File: src/rtl/pll_seq_pkg.sv
package pll_seq_pkg;

  localparam int unsigned NR_FW = 6;
  localparam int unsigned NO_FW = 4;
  localparam int unsigned NF_FW = 13;
  localparam int unsigned BW_FW = 12;

  localparam logic [1:0] MODE_SLOW   = 2'd0;
  localparam logic [1:0] MODE_NORMAL = 2'd1;

  typedef enum logic [2:0] {
    S_IDLE,
    S_CHECK,
    S_RST_ON,
    S_WRITE,
    S_SETTLE,
    S_LOCK
  } seq_state_e;

  typedef struct packed {
    logic [NR_FW:0] nr;
    logic [NF_FW:0] nf;
    logic [NO_FW:0] no;
  } pll_req_t;

endpackage

File: src/rtl/pll_req_check.sv
module pll_req_check
  import pll_seq_pkg::*;
#(
  parameter int unsigned REF_KHZ     = 24000,
  parameter int unsigned VCO_MIN_KHZ = 440000,
  parameter int unsigned VCO_MAX_KHZ = 2200000,
  parameter int unsigned OUT_MIN_KHZ = 27500,
  parameter int unsigned OUT_MAX_KHZ = 2200000
) (
  input  pll_req_t req,
  output logic     ok
);
  localparam logic [63:0] NR_LIM = 64'(1) << NR_FW;
  localparam logic [63:0] NF_LIM = 64'(1) << NF_FW;
  localparam logic [63:0] NO_LIM = 64'(1) << NO_FW;

  logic [63:0] nr_w, nf_w, no_w, ref_term;
  logic        nr_ok, nf_ok, no_ok, vco_ok, out_ok;

  always_comb begin
    nr_w     = 64'(req.nr);
    nf_w     = 64'(req.nf);
    no_w     = 64'(req.no);
    ref_term = 64'(REF_KHZ) * nf_w;
    nr_ok    = (nr_w != 0) && (nr_w <= NR_LIM);
    nf_ok    = (nf_w != 0) && (nf_w <= NF_LIM);
    no_ok    = (no_w != 0) && (no_w <= NO_LIM) && ((no_w == 1) || !req.no[0]);
    // exact compare without division: ref*NF against limit*NR (and *NO)
    vco_ok   = (ref_term >= 64'(VCO_MIN_KHZ) * nr_w) &&
               (ref_term <= 64'(VCO_MAX_KHZ) * nr_w);
    out_ok   = (ref_term >= 64'(OUT_MIN_KHZ) * nr_w * no_w) &&
               (ref_term <= 64'(OUT_MAX_KHZ) * nr_w * no_w);
    ok       = nr_ok && nf_ok && no_ok && vco_ok && out_ok;
  end
endmodule

File: src/rtl/pll_field_encode.sv
module pll_field_encode
  import pll_seq_pkg::*;
(
  input  pll_req_t          req,
  output logic [NR_FW-1:0]  nr_fld,
  output logic [NO_FW-1:0]  no_fld,
  output logic [NF_FW-1:0]  nf_fld,
  output logic [BW_FW-1:0]  bw_fld
);
  always_comb begin
    nr_fld = NR_FW'(req.nr - 1'b1);
    no_fld = NO_FW'(req.no - 1'b1);
    nf_fld = NF_FW'(req.nf - 1'b1);
    bw_fld = BW_FW'((req.nf >> 1) - 1'b1);
  end
endmodule

File: src/rtl/pll_seq_timer.sv
module pll_seq_timer #(
  parameter int unsigned W = 8
) (
  input  logic         clk,
  input  logic         rst_n,
  input  logic         load,
  input  logic [W-1:0] load_val,
  output logic         expired
);
  logic [W-1:0] cnt;

  always_ff @(posedge clk or negedge rst_n) begin
    if (!rst_n)          cnt <= '0;
    else if (load)       cnt <= load_val;
    else if (cnt != '0)  cnt <= cnt - 1'b1;
  end

  assign expired = (cnt == '0);
endmodule

File: src/rtl/pll_prog_seq.sv
module pll_prog_seq
  import pll_seq_pkg::*;
#(
  parameter int unsigned REF_KHZ     = 24000,
  parameter int unsigned CLK_MHZ     = 100,
  parameter int unsigned SETTLE_US   = 10,
  parameter int unsigned POLL_US     = 1,
  parameter int unsigned MAX_POLLS   = 256,
  parameter int unsigned VCO_MIN_KHZ = 440000,
  parameter int unsigned VCO_MAX_KHZ = 2200000,
  parameter int unsigned OUT_MIN_KHZ = 27500,
  parameter int unsigned OUT_MAX_KHZ = 2200000
) (
  input  logic             clk,
  input  logic             rst_n,
  input  logic             req_valid,
  output logic             req_ready,
  input  logic [NR_FW:0]   req_nr,
  input  logic [NF_FW:0]   req_nf,
  input  logic [NO_FW:0]   req_no,
  input  logic             pll_lock,
  output logic             pll_rst,
  output logic [1:0]       pll_mode,
  output logic [NR_FW-1:0] pll_nr_fld,
  output logic [NO_FW-1:0] pll_no_fld,
  output logic [NF_FW-1:0] pll_nf_fld,
  output logic [BW_FW-1:0] pll_bw_fld,
  output logic             seq_done,
  output logic             seq_err
);
  localparam int unsigned SETTLE_CYC = SETTLE_US * CLK_MHZ;
  localparam int unsigned POLL_CYC   = POLL_US * CLK_MHZ;
  localparam int unsigned TMAX       = (SETTLE_CYC > POLL_CYC) ? SETTLE_CYC : POLL_CYC;
  localparam int unsigned TW         = $clog2(TMAX + 1);
  localparam int unsigned PW         = $clog2(MAX_POLLS + 1);
  localparam logic [TW-1:0] SETTLE_LD = TW'(SETTLE_CYC - 1);
  localparam logic [TW-1:0] POLL_LD   = TW'(POLL_CYC - 1);
  localparam logic [PW-1:0] LAST_POLL = PW'(MAX_POLLS - 1);

  seq_state_e       state;
  pll_req_t         req_q;
  logic             req_ok;
  logic [NR_FW-1:0] enc_nr;
  logic [NO_FW-1:0] enc_no;
  logic [NF_FW-1:0] enc_nf;
  logic [BW_FW-1:0] enc_bw;
  logic             tmr_load, tmr_zero;
  logic [TW-1:0]    tmr_val;
  logic [PW-1:0]    poll_cnt;

  pll_req_check #(
    .REF_KHZ(REF_KHZ), .VCO_MIN_KHZ(VCO_MIN_KHZ), .VCO_MAX_KHZ(VCO_MAX_KHZ),
    .OUT_MIN_KHZ(OUT_MIN_KHZ), .OUT_MAX_KHZ(OUT_MAX_KHZ)
  ) u_check (
    .req(req_q),
    .ok (req_ok)
  );

  pll_field_encode u_enc (
    .req   (req_q),
    .nr_fld(enc_nr),
    .no_fld(enc_no),
    .nf_fld(enc_nf),
    .bw_fld(enc_bw)
  );

  // one down-counter serves both the settle window and the poll interval
  always_comb begin
    tmr_load = (state == S_WRITE) ||
               ((state == S_SETTLE || state == S_LOCK) && tmr_zero);
    tmr_val  = (state == S_WRITE) ? SETTLE_LD : POLL_LD;
  end

  pll_seq_timer #(.W(TW)) u_tmr (
    .clk     (clk),
    .rst_n   (rst_n),
    .load    (tmr_load),
    .load_val(tmr_val),
    .expired (tmr_zero)
  );

  assign req_ready = (state == S_IDLE);

  always_ff @(posedge clk or negedge rst_n) begin
    if (!rst_n) begin
      state      <= S_IDLE;
      req_q      <= '0;
      pll_mode   <= MODE_SLOW;
      pll_rst    <= 1'b0;
      pll_nr_fld <= '0;
      pll_no_fld <= '0;
      pll_nf_fld <= '0;
      pll_bw_fld <= '0;
      seq_done   <= 1'b0;
      seq_err    <= 1'b0;
      poll_cnt   <= '0;
    end else begin
      seq_done <= 1'b0;
      seq_err  <= 1'b0;
      case (state)
        S_IDLE: begin
          if (req_valid) begin
            req_q <= '{nr: req_nr, nf: req_nf, no: req_no};
            state <= S_CHECK;
          end
        end
        S_CHECK: begin
          if (req_ok) begin
            pll_mode <= MODE_SLOW;
            state    <= S_RST_ON;
          end else begin
            seq_err <= 1'b1;
            state   <= S_IDLE;
          end
        end
        S_RST_ON: begin
          pll_rst <= 1'b1;
          state   <= S_WRITE;
        end
        S_WRITE: begin
          pll_nr_fld <= enc_nr;
          pll_no_fld <= enc_no;
          pll_nf_fld <= enc_nf;
          pll_bw_fld <= enc_bw;
          state      <= S_SETTLE;
        end
        S_SETTLE: begin
          if (tmr_zero) begin
            pll_rst  <= 1'b0;
            poll_cnt <= '0;
            state    <= S_LOCK;
          end
        end
        S_LOCK: begin
          if (tmr_zero) begin
            if (pll_lock) begin
              pll_mode <= MODE_NORMAL;
              seq_done <= 1'b1;
              state    <= S_IDLE;
            end else if (poll_cnt == LAST_POLL) begin
              seq_err <= 1'b1;
              state   <= S_IDLE;
            end else begin
              poll_cnt <= poll_cnt + 1'b1;
            end
          end
        end
        default: state <= S_IDLE;
      endcase
    end
  end
endmodule

File: config.mk
export PLATFORM = sky130hd
export DESIGN_NAME = pll_prog_seq
export DESIGN_NICKNAME = d
export VERILOG_FILES = /design/src/rtl/pll_seq_pkg.sv /design/src/rtl/pll_req_check.sv /design/src/rtl/pll_field_encode.sv /design/src/rtl/pll_seq_timer.sv /design/src/rtl/pll_prog_seq.sv
export SDC_FILE = /design/constraint.sdc
export NUM_CORES = 1
export LEC_CHECK = 0
export BUFFER_PORTS_ARGS = -buffer_cell sky130_fd_sc_hd__buf_2
export CAP_MARGIN = 10
export CELL_PAD_IN_SITES_DETAIL_PLACEMENT = 1
export CELL_PAD_IN_SITES_GLOBAL_PLACEMENT = 2
export CORE_MARGIN = 3
export CORE_UTILIZATION = 44
export DETAILED_ROUTE_END_ITERATION = 6
export PLACE_DENSITY_LB_ADDON = 0.12
export SLEW_MARGIN = 10
export SYNTH_ARGS = -nofsm -noshare
export SYNTH_HDL_FRONTEND = slang
export SYNTH_HIERARCHICAL = 1
export SYNTH_SLANG_ARGS = --single-unit
File: constraint.sdc
create_clock -name clk -period 20.3 [get_ports clk]
set_clock_uncertainty 0.05 [all_clocks]
set_input_delay 0 -clock clk [delete_from_list [all_inputs] [get_ports clk]]
set_output_delay 0 -clock clk [all_outputs]
set_load 0.01 [all_outputs]
# ---- Word-level counts from Yosys, hierarchy flattened
# Cells that the tools add are included.
dict set report op_classes {
  addsub 6
  n_mul 6
  div 0
  magnitude_cmp 7
  eq_ne 15
  shift 0
  mux 29
  n_bitwise 0
  reduce_logical 30
}
# op n
set ops {}
lappend ops {{multiplier 13 x 7 -> 20 bit (first input constant)} 2}
lappend ops {{2-to-1 mux 9 bit} 4}
lappend ops {{<= comparator 29 x 34 -> 1 bit} 1}
lappend ops {{2-to-1 mux 10 bit} 3}
lappend ops {{>= comparator 29 x 26 -> 1 bit} 1}
lappend ops {{>= comparator 29 x 27 -> 1 bit} 1}
lappend ops {{<= comparator 29 bit} 1}
lappend ops {{multiplier 23 x 5 -> 28 bit} 1}
lappend ops {{multiplier 20 x 5 -> 25 bit} 1}
lappend ops {{multiplier 16 x 7 -> 23 bit (first input constant)} 1}
lappend ops {{multiplier 9 x 14 -> 23 bit (first input constant)} 1}
lappend ops {{case mux 3 bit (6 select lines)} 1}
lappend ops {{case mux 9 bit (2 select lines)} 1}
lappend ops {{2-to-1 mux 3 bit} 5}
lappend ops {{<= comparator 14 bit (second input constant)} 1}
lappend ops {{!= test 2 bit (second input constant)} 7}
lappend ops {{nonzero test 14 bit} 1}
lappend ops {{subtractor 13 x 1 -> 13 bit (second input constant)} 1}
lappend ops {{subtractor 12 x 1 -> 12 bit (second input constant)} 1}
lappend ops {{logical AND 1 bit} 11}
lappend ops {{logical NOT 10 bit} 1}
lappend ops {{nonzero test 10 bit} 1}
lappend ops {{subtractor 10 x 1 -> 10 bit (second input constant)} 1}
lappend ops {{adder 9 x 1 -> 9 bit (second input constant)} 1}
lappend ops {{other kinds (23)} 43}
dict set report word_totals {
  register_bits 88
  latch_bits 0
  ram_bits 0
  rom_bits 0
  inputBits 30
  output_inout_bits 41
  wordCells 107
  memories 0
}

# ---- Depth between registers and ports, before layout
# Gate-level depths: netlist of the first run.
dict set report logic_depth {
  ltp_word 8
  depth_mapped 44
  depth_no_buf 44
}

# ---- Modules after synthesis
# Netlist of the first run, hierarchy kept.
# module instances cells_per_inst area_per_inst_um2 seq_area_each_um2
set modules_own_cells {}
lappend modules_own_cells {pll_req_check 1 1666 13990.9 0.0}
lappend modules_own_cells {pll_prog_seq 1 297 3240.6 1926.8}
lappend modules_own_cells {pll_field_encode 1 82 610.6 0.0}
lappend modules_own_cells {pll_seq_timer 1 63 606.8 250.2}

# ---- Worst setup path after synthesis of the first run
# No wires, ideal clock.
dict set report synth_timing {
  path_kind {register to register}
  startpoint {reg req_q[24] (netlist name)}
  endpoint {reg pll_mode[0]}
  setup_time_ns 0.121
  t_arrival_ns 8.678
  required_ns 20.129
  slack_ns 11.451
  path_stages_with_launch 42
  period_less_slack_ns 8.849
  path_cell_list {dfrtp_1 inv_1 ha_1 xnor2_1 ha_1 xor2_1 ha_1 fa_1 ha_1 inv_1 o21bai_1 a21o_1 a21oi_1 nor2b_1 nor2_1 xnor2_1 inv_1 nor2_1 (+6 left out) a21o_1 a21oi_1 nand3b_1 o31ai_1 o21ai_0 nor3_1 o21bai_1 a21oi_1 xor2_1 ha_1 a21oi_1 o211ai_1 a21oi_1 a211o_1 a311oi_1 nand2_1 a21oi_1 nor2_1}
}
dict set report synth_between {
  elab_chain_cells 8
  word_cells_on_any_way 20
  cone_classes {5 x mul; 5 x order compare; 1 x eq/ne; 9 x reduce/logical}
}
# element line
set synth_rtl {}
lappend synth_rtl {{start, declared} pll_prog_seq.sv:41} ;# pll_req_t req_q;
lappend synth_rtl {{start signal, assigned} pll_prog_seq.sv:103} ;# req_q <= '{nr: req_nr, nf: req_nf, no: req_no};
lappend synth_rtl {{parallel branches: the longest is 5 deep, another holds <= comparator 29 x 34 -> 1 bit} -}
lappend synth_rtl {{logical AND 1 bit *} pll_req_check.sv:33} ;# ok = nr_ok && nf_ok && no_ok && vco_ok && out_ok;
lappend synth_rtl {{via req_ok} pll_prog_seq.sv:42} ;# logic req_ok;
lappend synth_rtl {{!= test 2 bit (no line) *} -}
lappend synth_rtl {{AND reduction 4 bit (no line) *} -}
lappend synth_rtl {{end signal, assigned} pll_prog_seq.sv:88} ;# pll_mode <= MODE_SLOW;
lappend synth_rtl {{end signal, assigned} pll_prog_seq.sv:109} ;# pll_mode <= MODE_SLOW;
lappend synth_rtl {{end signal, assigned} pll_prog_seq.sv:137} ;# pll_mode <= MODE_NORMAL;
lappend synth_rtl {{end, declared} pll_prog_seq.sv:23} ;# output logic [1:0] pll_mode,
# Mark *: on every way through the listed nets, which the timed path passes.
# A chain may end at the register's enable or synchronous reset.

# ---- Worst setup path in the final report of the first run
# Same ends and word-level chain as after synthesis.

==> results of run 1 <==
[metrics by stage]
| stage | worst slack, ns | hold slack [ns] | cells | area [sq um] | util (%) |
|---|---|---|---|---|---|
| 3_3_place_gp | 10.02 | -0.1198 | 2688 | 19370 | 47.11 |
| 4_1_cts | 9.742 | 0.04047 | 2733 | 19960 | 48.56 |
| 3_5_place_dp | 9.773 | -0.1175 | 2688 | 19370 | 47.11 |
| 5_1_grt | 8.908 | 0.05844 | 2733 | 19960 | 48.56 |
| 2_1_floorplan | 11.45 | -0.3456 | 2113 | 18470 | - |
| 6_report | 9.760 | 0.04027 | 2733 | 19960 | 48.56 |
[registers in the layout, indices dropped and copies added (netlist names)]
signal and flops:
pll_bw_fld 12, pll_mode 1, pll_nf_fld 13, pll_no_fld 4, pll_nr_fld 6, pll_rst 1
poll_cnt 9, req_q 26, seq_done 1, seq_err 1, state 3, u_tmr/cnt 10
[cell type report]
class                           count  area [sq um]  share of cell area, %
Tap cell                          532         665.6                  3.335
Sequential cell                    87          2177                  10.91
Timing Repair Buffer              116         773.2                  3.874
Inverter                          344          1291                  6.469
Clock buffer                        9         225.2                  1.128
Clock inverter                      7         80.08                 0.4012
Multi-Input combinational cell   1638         14750                  73.89
[cells by family after synthesis]
kind of cell | Yosys count | synth area share (%)
AOI/OAI and AO/OA | 295 | 10.79
xor gates and xnor gates | 127 | 6.070
DFF | 87 | 11.80
buffers and inverters | 388 | 8.362
other | 2 | 0.04071
adders and majority gates | 531 | 44.23
muxes | 31 | 2.299
and+or+nand+nor | 647 | 16.41
[layer usage]
layer	wire length, um	up-vias	GRT usage [%]
met2	27540	182	45.56
met4	686	0	3.811
li1	-	7069	-
met3	1240	34	1.990
met1	25490	7494	34.12
met5	0	-	0
[final timing paths]
check	start	slack (ns)	depth (start not counted)	end
max	req_q[24]	9.76	41	pll_mode[0]
min	rst_n	0.04	2	pll_bw_fld[8]
min reg2reg	pll_bw_fld[8]	0.42	2	pll_bw_fld[8]
max in group asynchronous	rst_n	19.02	3	pll_nr_fld[1]
max reg2reg	req_q[24]	9.76	41	pll_mode[0]
min in group clk	req_nf[8]	0.35	3	req_q[13]
[cells in the mapped netlist (all sizes together) (28+ instances only)]
library cell / count / share of area (%)
inv: 344 / 7.0
ha: 329 / 22
nand2: 219 / 4.5
nor2: 208 / 4.2
fa: 202 / 22
dfrtp: 87 / 12
a21oi: 79 / 2.2
xnor2: 69 / 3.3
o21ai: 59 / 1.7
xor2: 58 / 2.8
a21o: 44 / 1.8
and2: 38 / 1.3
nor3: 30 / 0.90
mux2: 28 / 2.1
nand3: 28 / 0.76
nand4: 28 / 0.95
[timing repair]
action,in CTS,in global routing
hold buffers,29,0
gates resized for setup,0,0
setup buffers,0,0
hold endpoints to repair,56,0
==> impl_summary.md, run 1 <==
Placement
During placement, the flow inserted port buffers numbering between 60 and 70. The detailed placement HPWL is about 45,000 um. The weighted congestion reported at the end of routability-driven placement is 0.8361.

Logic synthesis
The fraction of registers with async set or reset after synthesis is 100.0%. Averaged over all synthesized cells, the footprint is ~8.8 sq um. The share of the Yosys chip area taken by registers is roughly an eighth. Among all flip-flop cells after synthesis, the most frequent one is sky130_fd_sc_hd__dfrtp_1.

Yosys mapped the design onto 90 distinct sky130hd cell types. The count of flip-flops with a built-in enable after synthesis is 0. The flip-flop and latch count after synthesis is 87. Summing every instance area after synthesis gives approximately 0.018 sq mm.

The number of warnings printed during yosys synthesis is 6. The synthesized instance count is roughly 2,100.

Detailed routing
The DRC violation total after the first TritonRoute iteration is between 700 and 800. The first-pass detailed-route iteration total is 5. The number of remaining DRC errors is 0.

Summing over every cut layer, the via total after detailed routing is about 15,000. The detail route stage leaves a number of antenna-violating nets equal to 0. In the routed layout, each cell is associated on average with a via count of between 5 and 6. The aggregate routed wire length is 54,950 um. The average wire per cell in the routed design is 20.11 um.

Clock tree
The clock tree from TritonCTS is built. The depth of the CTS H-tree is 3. In this run, CTS created clock tree buffers numbering 9. The maximum number of buffers from clock root to sink is 2. The clock root buffer is sky130_fd_sc_hd__clkbuf_16. The latest clock arrival within the worst-skew pair is approximately 0.36 ns. The CTS sink count is 87. The clock-pin slew on the worst setup and hold paths is around 0.070 ns.

Worst setup path
The element type at the critical path end is a flop. The data arrival at the endpoint of the critical path is between 10 and 15 ns. On the critical path, the stage with the largest delay is an instance of sky130_fd_sc_hd__a311oi_1.

The combined buffer and inverter count along the critical path is 5. The critical path class is flop to flop. The critical path's top delay family is adder cells.

Along the worst path, the maximum fanout reaches 13. The critical path required time is 20.49 ns. The largest stage delay on the critical path is between 0.7 and 0.8 ns.

STA classifies the critical path startpoint as a flop.

GRT
The initial antenna violation count is 0. The total congestion overflow is 0. The total track usage is 25.32%. The number of global-route vias before repair is between 15,000 and 20,000.

The global-route wire length before repair is just under 90,000 um. Entering global routing, the biggest net connects 62 pins.

Timing
The time the final worst path needs with I/O delays and setup is between 10 and 15 ns. After layout, the worst path uses between 50% and 60% of the clock period. The total negative slack for setup checks is 0 ns. Headroom to the max-slew limit came out at about a quarter. At the pin with the least slew margin, the transition time is about 1.1 ns.

The top achievable clock speed is about 95 MHz. Setup repair after global routing left no endpoint under its margin. The number of failing hold endpoints at the final stage is 0. The max-slew violation count came to 0. The final number of setup-violating endpoints is 0.

Finish
The total number of nets in the final design is around 2,800. The signed area change from the synthesized netlist to the final layout is 8.199%. The number of antenna diodes in the final layout is 0. The most common cell after layout, fill and taps aside is sky130_fd_sc_hd__inv_1.

The library cells used most frequently in the layout, excluding fill and tap cells, are 343 x sky130_fd_sc_hd__inv_1, 329 x sky130_fd_sc_hd__ha_1, 219 x sky130_fd_sc_hd__nand2_1. The share of final-layout standard cells stronger than drive strength 1 is 7.133%. After filler insertion, the fill cell instance count of the layout stands at 4,900.

Flow run
Max-cap violations in this run came to 0.

Floorplanning
The initial standard-cell utilization of the core is around 45%. The total I/O pin count is 71. The floorplan die height is 210.8 um. The core region area is slightly above 0.04 sq mm. The floorplan step set the die width to approximately 210 um. After floorplanning, the core was divided into between 70 and 80 placement rows. The floorplan die area is 0.04442 sq mm.

Hold path
The worst hold-check path type is input pin to async pin.

Outcome
The run finished with clean final reports.
Power of run 1 is not shown: default switching activity piles up to over one toggle a cycle in this logic, so the estimate is an artifact.
==> run 2, diff against run 1 <==
Settings changed: ABC_AREA from default to 1, CORE_UTILIZATION 44 to 39.
Clock period 20.3 ns to 9.7 ns, I/O delays scaled along.
==> run 2 against run 1 <==
Sequential cell count stayed put. Core utilization shrank 5.3 points. Register-to-register slack got worse by 9.0 ns.
==> impl_summary.md, run 2 <==
Logic synthesis
The prevailing post-synth register cell is sky130_fd_sc_hd__dfrtp_1. The post-synthesis instance area came to 0.01993 sq mm (+8.0%). The synthesized instance count came to 2,700 (+28%).

The number of warnings printed during yosys synthesis is 6 (unchanged). The number of distinct library cells after synthesis is 65 (-28%). In the post-synthesis netlist, the biggest area contributors are sky130_fd_sc_hd__ha_1 21%, sky130_fd_sc_hd__fa_1 20%, sky130_fd_sc_hd__nand2_1 13%, sky130_fd_sc_hd__dfrtp_1 11%, sky130_fd_sc_hd__inv_1 9.4%.

The count of flip-flops with a built-in enable after synthesis is 0 (unchanged). The library cell occupying the most area in the post-synthesis netlist is sky130_fd_sc_hd__ha_1. Counting instances in the post-synthesis netlist gives the leading cell types as 680 x sky130_fd_sc_hd__nand2_1, 501 x sky130_fd_sc_hd__inv_1, 329 x sky130_fd_sc_hd__ha_1. The flip-flop and latch count after synthesis was 87 (unchanged).

The share of Yosys cell area claimed by the top area cell type is 20.65% (-1.7 points). The most frequent cell after synthesis is sky130_fd_sc_hd__nand2_1. The post-synthesis average cell area is 7.383 sq um (-16%). The fraction of registers with async set or reset after synthesis is 100.0% (unchanged). The sequential element share of the synthesized area came to 10.92% (-0.88 points).

Worst setup path
The worst setup path is launched from a flop. The data arrival at the endpoint of the critical path is 9.20 ns (-1.53 ns). The critical path required time is 9.93 ns (-10.56 ns). The largest stage delay on the critical path is 0.66 ns (-0.08 ns). The top fanout value on the critical path is 11 (-2). Among all stages on the critical path, the largest delay is contributed by sky130_fd_sc_hd__dfrtp_1. The critical path class is flop to flop. Among the stages of the critical path, the cell type that occurs most often is sky130_fd_sc_hd__nand2_1. The worst setup path is captured at a flop.

Placement
The weighted congestion reported at the end of routability-driven placement was 0.8773 (+4.9%). The number of I/O port buffers was 69 (unchanged). The detailed placement HPWL came to 54,510 um (+21%).

Clock tree
The maximum number of buffers from clock root to sink was 2 (unchanged). The CTS sink count is 87 (unchanged). The latest clock arrival within the worst-skew pair was 0.34 ns (-0.02 ns).

The count of buffers added by post-CTS timing repair for setup is 0 (unchanged). The depth of the CTS H-tree was 3 (unchanged). The tree is rooted in a sky130_fd_sc_hd__clkbuf_16. The number of clock buffers inserted by TritonCTS is 9 (unchanged). TritonCTS built the clock tree.

The clock-pin slew on the worst setup and hold paths is 0.07 ns (about the same).

Finish
The area taken by multi-input logic gates is 0.01567 sq mm (+6.2%). From synthesis to final layout, the design area changed by 9.014%. The total area of sequential cells was 0.002177 sq mm (unchanged). The most common cell after layout, fill and taps aside is sky130_fd_sc_hd__nand2_1. The most flop-heavy register is req_q. The total number of nets in the final design is 3,361 (+22%). The share of final-layout standard cells stronger than drive strength 1 is 6.988% (-0.15 points). The library cells used most frequently in the layout, excluding fill and tap cells, are 680 x sky130_fd_sc_hd__nand2_1, 501 x sky130_fd_sc_hd__inv_1, 328 x sky130_fd_sc_hd__ha_1. The largest registers in the layout are req_q (26), pll_nf_fld (13), pll_bw_fld (12). The number of flip-flops in the largest register was 26 (unchanged). The count of fill cells added during filler insertion is 6,350 (+30%).

GRT
The total track usage is 24.68% (-0.63 points). The initial antenna violation count is 2 (+2). The number of global-route vias before repair was 19,200 (+18%). The total congestion overflow is 0 (unchanged).

The global-route wire length before repair is 105,400 um (+18%). The pin count of the biggest net entering global routing is 63 (+1.6%).

Detailed routing
The via count was 17,590 (+19%). The average wire per cell in the routed design is 18.55 um (-7.7%). The number of remaining DRC errors is 0 (unchanged). The average vias per placed instance came to 5.057 (-6.5%).

The DRC violation total after the first TritonRoute iteration is 757 (+1.9%). The first-pass detailed-route iteration total is 4 (-1). The aggregate routed wire length came to 64,540 um (+17%).

The number of nets still failing antenna checks after routing is 0 (unchanged).

Floorplanning
The die span in x is 232.1 um (+10%). The initial standard-cell utilization of the core came to 39.65% (-5.2 points). The floorplan die height was 232.1 um (+10%). The core region area is 0.05027 sq mm (+22%).

The site row count is 82 (+11%). The total I/O pin count is 71 (unchanged). The floorplan die area is 0.05386 sq mm (+21%).

Timing
The transition time of the tightest slew-check pin is 1.142 ns (+0.002311 ns). The final critical-path share of the clock period was 92.43% (+41 points). The max-slew violation count is 0 (unchanged).

The relative max-transition margin is 23.79% (-0.15 points). The top achievable clock speed came to 111.5 MHz (+18%). The final number of setup-violating endpoints is 0 (unchanged). The hold slack came to 0.04381 ns (+0.003540 ns). Setup repair after global routing left no endpoint under its margin.

The time the final worst path needs with I/O delays and setup is 8.966 ns (-1.574 ns). The number of failing hold endpoints at the final stage is 0 (unchanged). The total negative slack for setup checks is 0 ns (unchanged).

Outcome
The run finished with clean final reports.

Hold path
The path class of the tightest hold or removal check is input pin to flop.

Flow run
The max capacitance violation total is 0 (unchanged).
[run 2: cell types whose count changed after synthesis, moves of 11 or more]
cell                       change
sky130_fd_sc_hd__nor3_1       -14
sky130_fd_sc_hd__and2_1       -35
sky130_fd_sc_hd__a21oi_1      +42
sky130_fd_sc_hd__xnor2_1      -33
sky130_fd_sc_hd__nor2b_1      -20
sky130_fd_sc_hd__nand3_1      +87
sky130_fd_sc_hd__inv_1       +158
sky130_fd_sc_hd__nor2_1       +65
sky130_fd_sc_hd__mux2_4       -21
sky130_fd_sc_hd__a21o_1       -33
sky130_fd_sc_hd__nand2_1     +461
sky130_fd_sc_hd__and3_1       -14
sky130_fd_sc_hd__nand2b_1     -21
sky130_fd_sc_hd__nand2_2      +11
[run 2: critical path: cells and delay by family, from the launching register on]
kind            cells  cell delay, ns
simple gates       18            2.29
fa+ha+maj          10            4.46
xor+xnor            2            0.44
flops               1            0.66
compound gates      5            0.79
buf+inv             4            0.20
[run 2: final cells by class]
class / instances / share of cell area [%]
diodes: 2 / 0.02303
clock buffers: 11 / 1.117
clock inverters: 5 / 0.2821
inverters: 510 / 8.810
multi-input cells: 2069 / 72.10
flip-flops and latches: 87 / 10.02
well taps: 672 / 3.869
repair buffers: 123 / 3.777
[run 2: timing repair]
action / CTS / global route
hold buffers: 27 / 0
resized for setup: 0 / 5
endpoints found under the setup margin: 0 / 3
hold endpoints to repair: 52 / 0
[run 2: path summary, 6_finish.rpt]
check	start	endpoint	slack, ns	cells after the start
max	req_q[20]	pll_mode[0]	0.73	39
min	req_nr[5]	req_q[24]	0.04	3
max reg2reg	req_q[20]	pll_mode[0]	0.73	39
min reg2reg	pll_nf_fld[0]	pll_nf_fld[0]	0.43	2
max in group asynchronous	rst_n	pll_no_fld[3]	8.36	3
min in group asynchronous	rst_n	req_q[8]	0.09	2
[run 2: cell families after synthesis]
logic type               after synthesis  share of synthesized area (%)
AO/OA/AOI/OAI                        246                          7.181
buffers and inverters                549                          10.72
other                                  2                        0.03768
XOR/XNOR                             110                          5.304
AND/OR/NAND/NOR                     1175                          24.89
adder cells (fa/ha/maj)              531                          40.94
flip-flops                            87                          10.92
[run 2: metal layers]
layer | vias up | track usage [%] | share of wire, %
met2 | 269 | 42.64 | 48
met1 | 8663 | 33.10 | 46
li1 | 8586 | - | -
met3 | 75 | 3.054 | 3.7
met4 | 0 | 5.345 | 2.2
met5 | - | 0 | 0
[run 2: stage by stage]
step / util [%] / setup WS [ns] / instance area (sq um) / cells
finish: 43.22 / 0.7340 / 21730 / 3479
global route: 43.22 / 0.04645 / 21730 / 3479
CTS: 43.15 / 0.4661 / 21690 / 3477
detailed placement: 42.01 / 0.5262 / 21120 / 3434
global placement: 42.01 / 0.6379 / 21120 / 3434
floorplan: - / 1.795 / 19950 / 2705
Power of run 2 is left out for the same reason.
==> run 3, diff against run 2 <==
Settings changed: CELL_PAD_IN_SITES_DETAIL_PLACEMENT 1 to 0, CELL_PAD_IN_SITES_GLOBAL_PLACEMENT 2 to 1, CORE_UTILIZATION 39 to 49.
==> run 3 against run 2 <==
Die area decreased by 20%. Register-to-register slack got worse by 0.16 ns. Sequential share of layout area increased by 0.13 points. Via count decreased by 0.93%. Critical path depth increased by 2. Sequential cell count unchanged. Critical path type unchanged.
==> impl_summary.md, run 3 (synthesis gave the netlist of run 2 again) <==
Clock tree
The depth of the CTS H-tree is 3 (unchanged). The number of clock buffers inserted by TritonCTS is 9 (unchanged). The clock root buffer is sky130_fd_sc_hd__clkbuf_16. The maximum number of buffers from clock root to sink is 2 (unchanged). The count of buffers added by post-CTS timing repair for setup was 0 (unchanged).

The clock-pin slew on the worst setup and hold paths is 0.06 ns (about the same). The CTS sink count is 87 (unchanged). The clock tree from TritonCTS is built. The latest clock arrival within the worst-skew pair is 0.35 ns (about the same).

Timing
The final critical-path share of the clock period is 94.10% (+1.7 points). The number of failing hold endpoints at the final stage was 0 (unchanged). The top achievable clock speed came to 109.6 MHz (-1.8%). The max-slew violation count was 0 (unchanged). Setup repair after global routing left no endpoint under its margin. The relative max-transition margin came to 15.47% (-8.3 points). The final number of setup-violating endpoints is 0 (unchanged). The hold slack is 0.06043 ns (+0.01661 ns).

The transition time of the tightest slew-check pin is 1.264 ns (+0.1217 ns). The worst setup slack after layout was 0.5726 ns (-0.1614 ns). The total negative slack for setup checks is 0 ns (unchanged). The time the final worst path needs with I/O delays and setup is 9.127 ns (+0.1614 ns).

Finish
The count of fill cells added during filler insertion is 3,926 (-38%). The largest registers in the layout are req_q (26), pll_nf_fld (13), pll_bw_fld (12). The top cell types in the final layout, fill and taps aside, are 680 x sky130_fd_sc_hd__nand2_1, 501 x sky130_fd_sc_hd__inv_1, 329 x sky130_fd_sc_hd__ha_1. req_q holds more flip-flops than any other register. The number of flip-flops in the largest register is 26 (unchanged). The share of final-layout standard cells stronger than drive strength 1 is 6.581% (-0.41 points). The total number of nets in the final design came to 3,352 (-0.27%). The core utilization of the finished layout is 53.77% (+11 points). The total area of sequential cells is 0.002177 sq mm (unchanged). The area taken by multi-input logic gates is 0.01565 sq mm (-0.14%). The most common cell after layout, fill and taps aside is sky130_fd_sc_hd__nand2_1. Relative to the synthesized area, the layout overhead comes to 7.670%.

Worst setup path
The reg-to-reg critical path endpoint is pll_mode[0]. The kind of cell with the highest combined delay along the critical path is adder cells. The setup path with the least slack is of type flop to flop.

The combined buffer and inverter count along the critical path was 7 (+3). The data arrival at the endpoint of the critical path was 9.32 ns (+0.12 ns). The worst setup path is launched from a flop. The reg-to-reg critical path startpoint is req_q[23]. The largest stage delay on the critical path is 0.65 ns (about the same). The top fanout value on the critical path is 12 (+1).

The critical path required time is 9.89 ns (-0.04 ns). The reg-to-reg setup timing slack was 0.57 ns (-0.16 ns). The slowest library cell on the worst path is sky130_fd_sc_hd__dfrtp_1. The number of cell instances on the worst register-to-register path is 41 (+5.1%).

The element type at the critical path end is a flop.

Floorplanning
The initial standard-cell utilization of the core is 49.94% (+10 points). The core region area is 0.03991 sq mm (-21%). The floorplan die height is 207.7 um (-11%). The site row count is 73 (-11%). The floorplan die area is 0.04314 sq mm (-20%). The die span in x is 207.7 um (-11%). The total I/O pin count is 71 (unchanged).

Detailed routing
The average vias per placed instance was 5.247 (+3.8%). The number of remaining DRC errors is 0 (unchanged). The number of nets still failing antenna checks after routing came to 0 (unchanged). The average wire per cell in the routed design is 17.19 um (-7.4%). The first-pass detailed-route iteration total is 5 (+1). The via count is 17,430 (-0.93%). The aggregate routed wire length was 57,100 um (-12%). The DRC violation total after the first TritonRoute iteration is 1,417 (+87%).

GRT
met2 is the most crowded layer. The total congestion overflow is 0 (unchanged). The global routing usage on met1 came to 39.65% (+6.6 points).

The global routing met3 resource utilization is 2.569% (-0.49 points). The global-route track usage on met2 is 42.82% (+0.18 points). The initial antenna violation count is 0 (-2). The global-route wire length before repair is 93,590 um (-11%).

The pin count of the biggest net entering global routing is 64 (+1.6%). The total track usage came to 26.70% (+2.0 points). The number of global-route vias before repair is 17,320 (-9.8%).

Placement
The detailed placement HPWL is 47,390 um (-13%). The number of I/O port buffers is 69 (unchanged). The weighted congestion reported at the end of routability-driven placement is 0.9386 (+7.0%). The worst slack after detailed placement was 0.5885 ns (+0.06235 ns).

Hold path
The path class of the tightest hold or removal check is input pin to async pin.

Flow run
The max capacitance violation total is 0 (unchanged).

Outcome
The run finished with clean final reports.
run 3: how the worst max path moves through the flow:
| stage | startpoint | end | slack (ns) | depth (start not counted) |
|---|---|---|---|---|
| after floorplan | req_q[24] | pll_mode[0] | 1.80 | 43 |
| after global placement | req_q[23] | pll_mode[0] | 0.67 | 41 |
| after detailed placement | req_q[23] | pll_mode[0] | 0.59 | 41 |
| after CTS | req_q[23] | pll_mode[0] | 0.58 | 41 |
| after global routing | req_q[23] | pll_mode[0] | 0.01 | 41 |
| final | req_q[23] | pll_mode[0] | 0.57 | 41 |
run 3: final cells by class:
cell class | count | area share, %
inverter | 510 | 8.920
multi-input combinational | 2069 | 72.90
tap | 525 | 3.061
antenna | 1 | 0.01166
clock buffer | 9 | 1.049
clock inverter | 7 | 0.3964
timing repair buffer | 114 | 3.521
sequential | 87 | 10.14
run 3: per-layer routing:
layer	share of wire, %	wire length, um
met5	0	0
met3	5.2	2969
met2	45	25660
met1	48	27340
met4	2.0	1130
run 3: worst reg2reg max path: cells and delay by family, from the launching register on:
family          cells  cell delay, ns
compound gates      5            0.86
xor+xnor            2            0.43
fa+ha+maj          10            4.17
buf+inv             7            0.60
flops               1            0.65
simple gates       17            2.24
run 3: metrics by stage:
stage | std cells | instance area [sq um]
after floorplan | 2705 | 19950
after global placement | 3277 | 20860
after detailed placement | 3277 | 20860
after CTS | 3321 | 21450
after global routing | 3321 | 21460
final | 3322 | 21460
run 3: timing repair:
item | in CTS | in global routing
resized for setup | 0 | 1
endpoints found under the hold margin | 52 | 0
endpoints found under the setup margin | 0 | 1
hold buffers | 28 | 0
Power of run 3 is left out for the same reason.
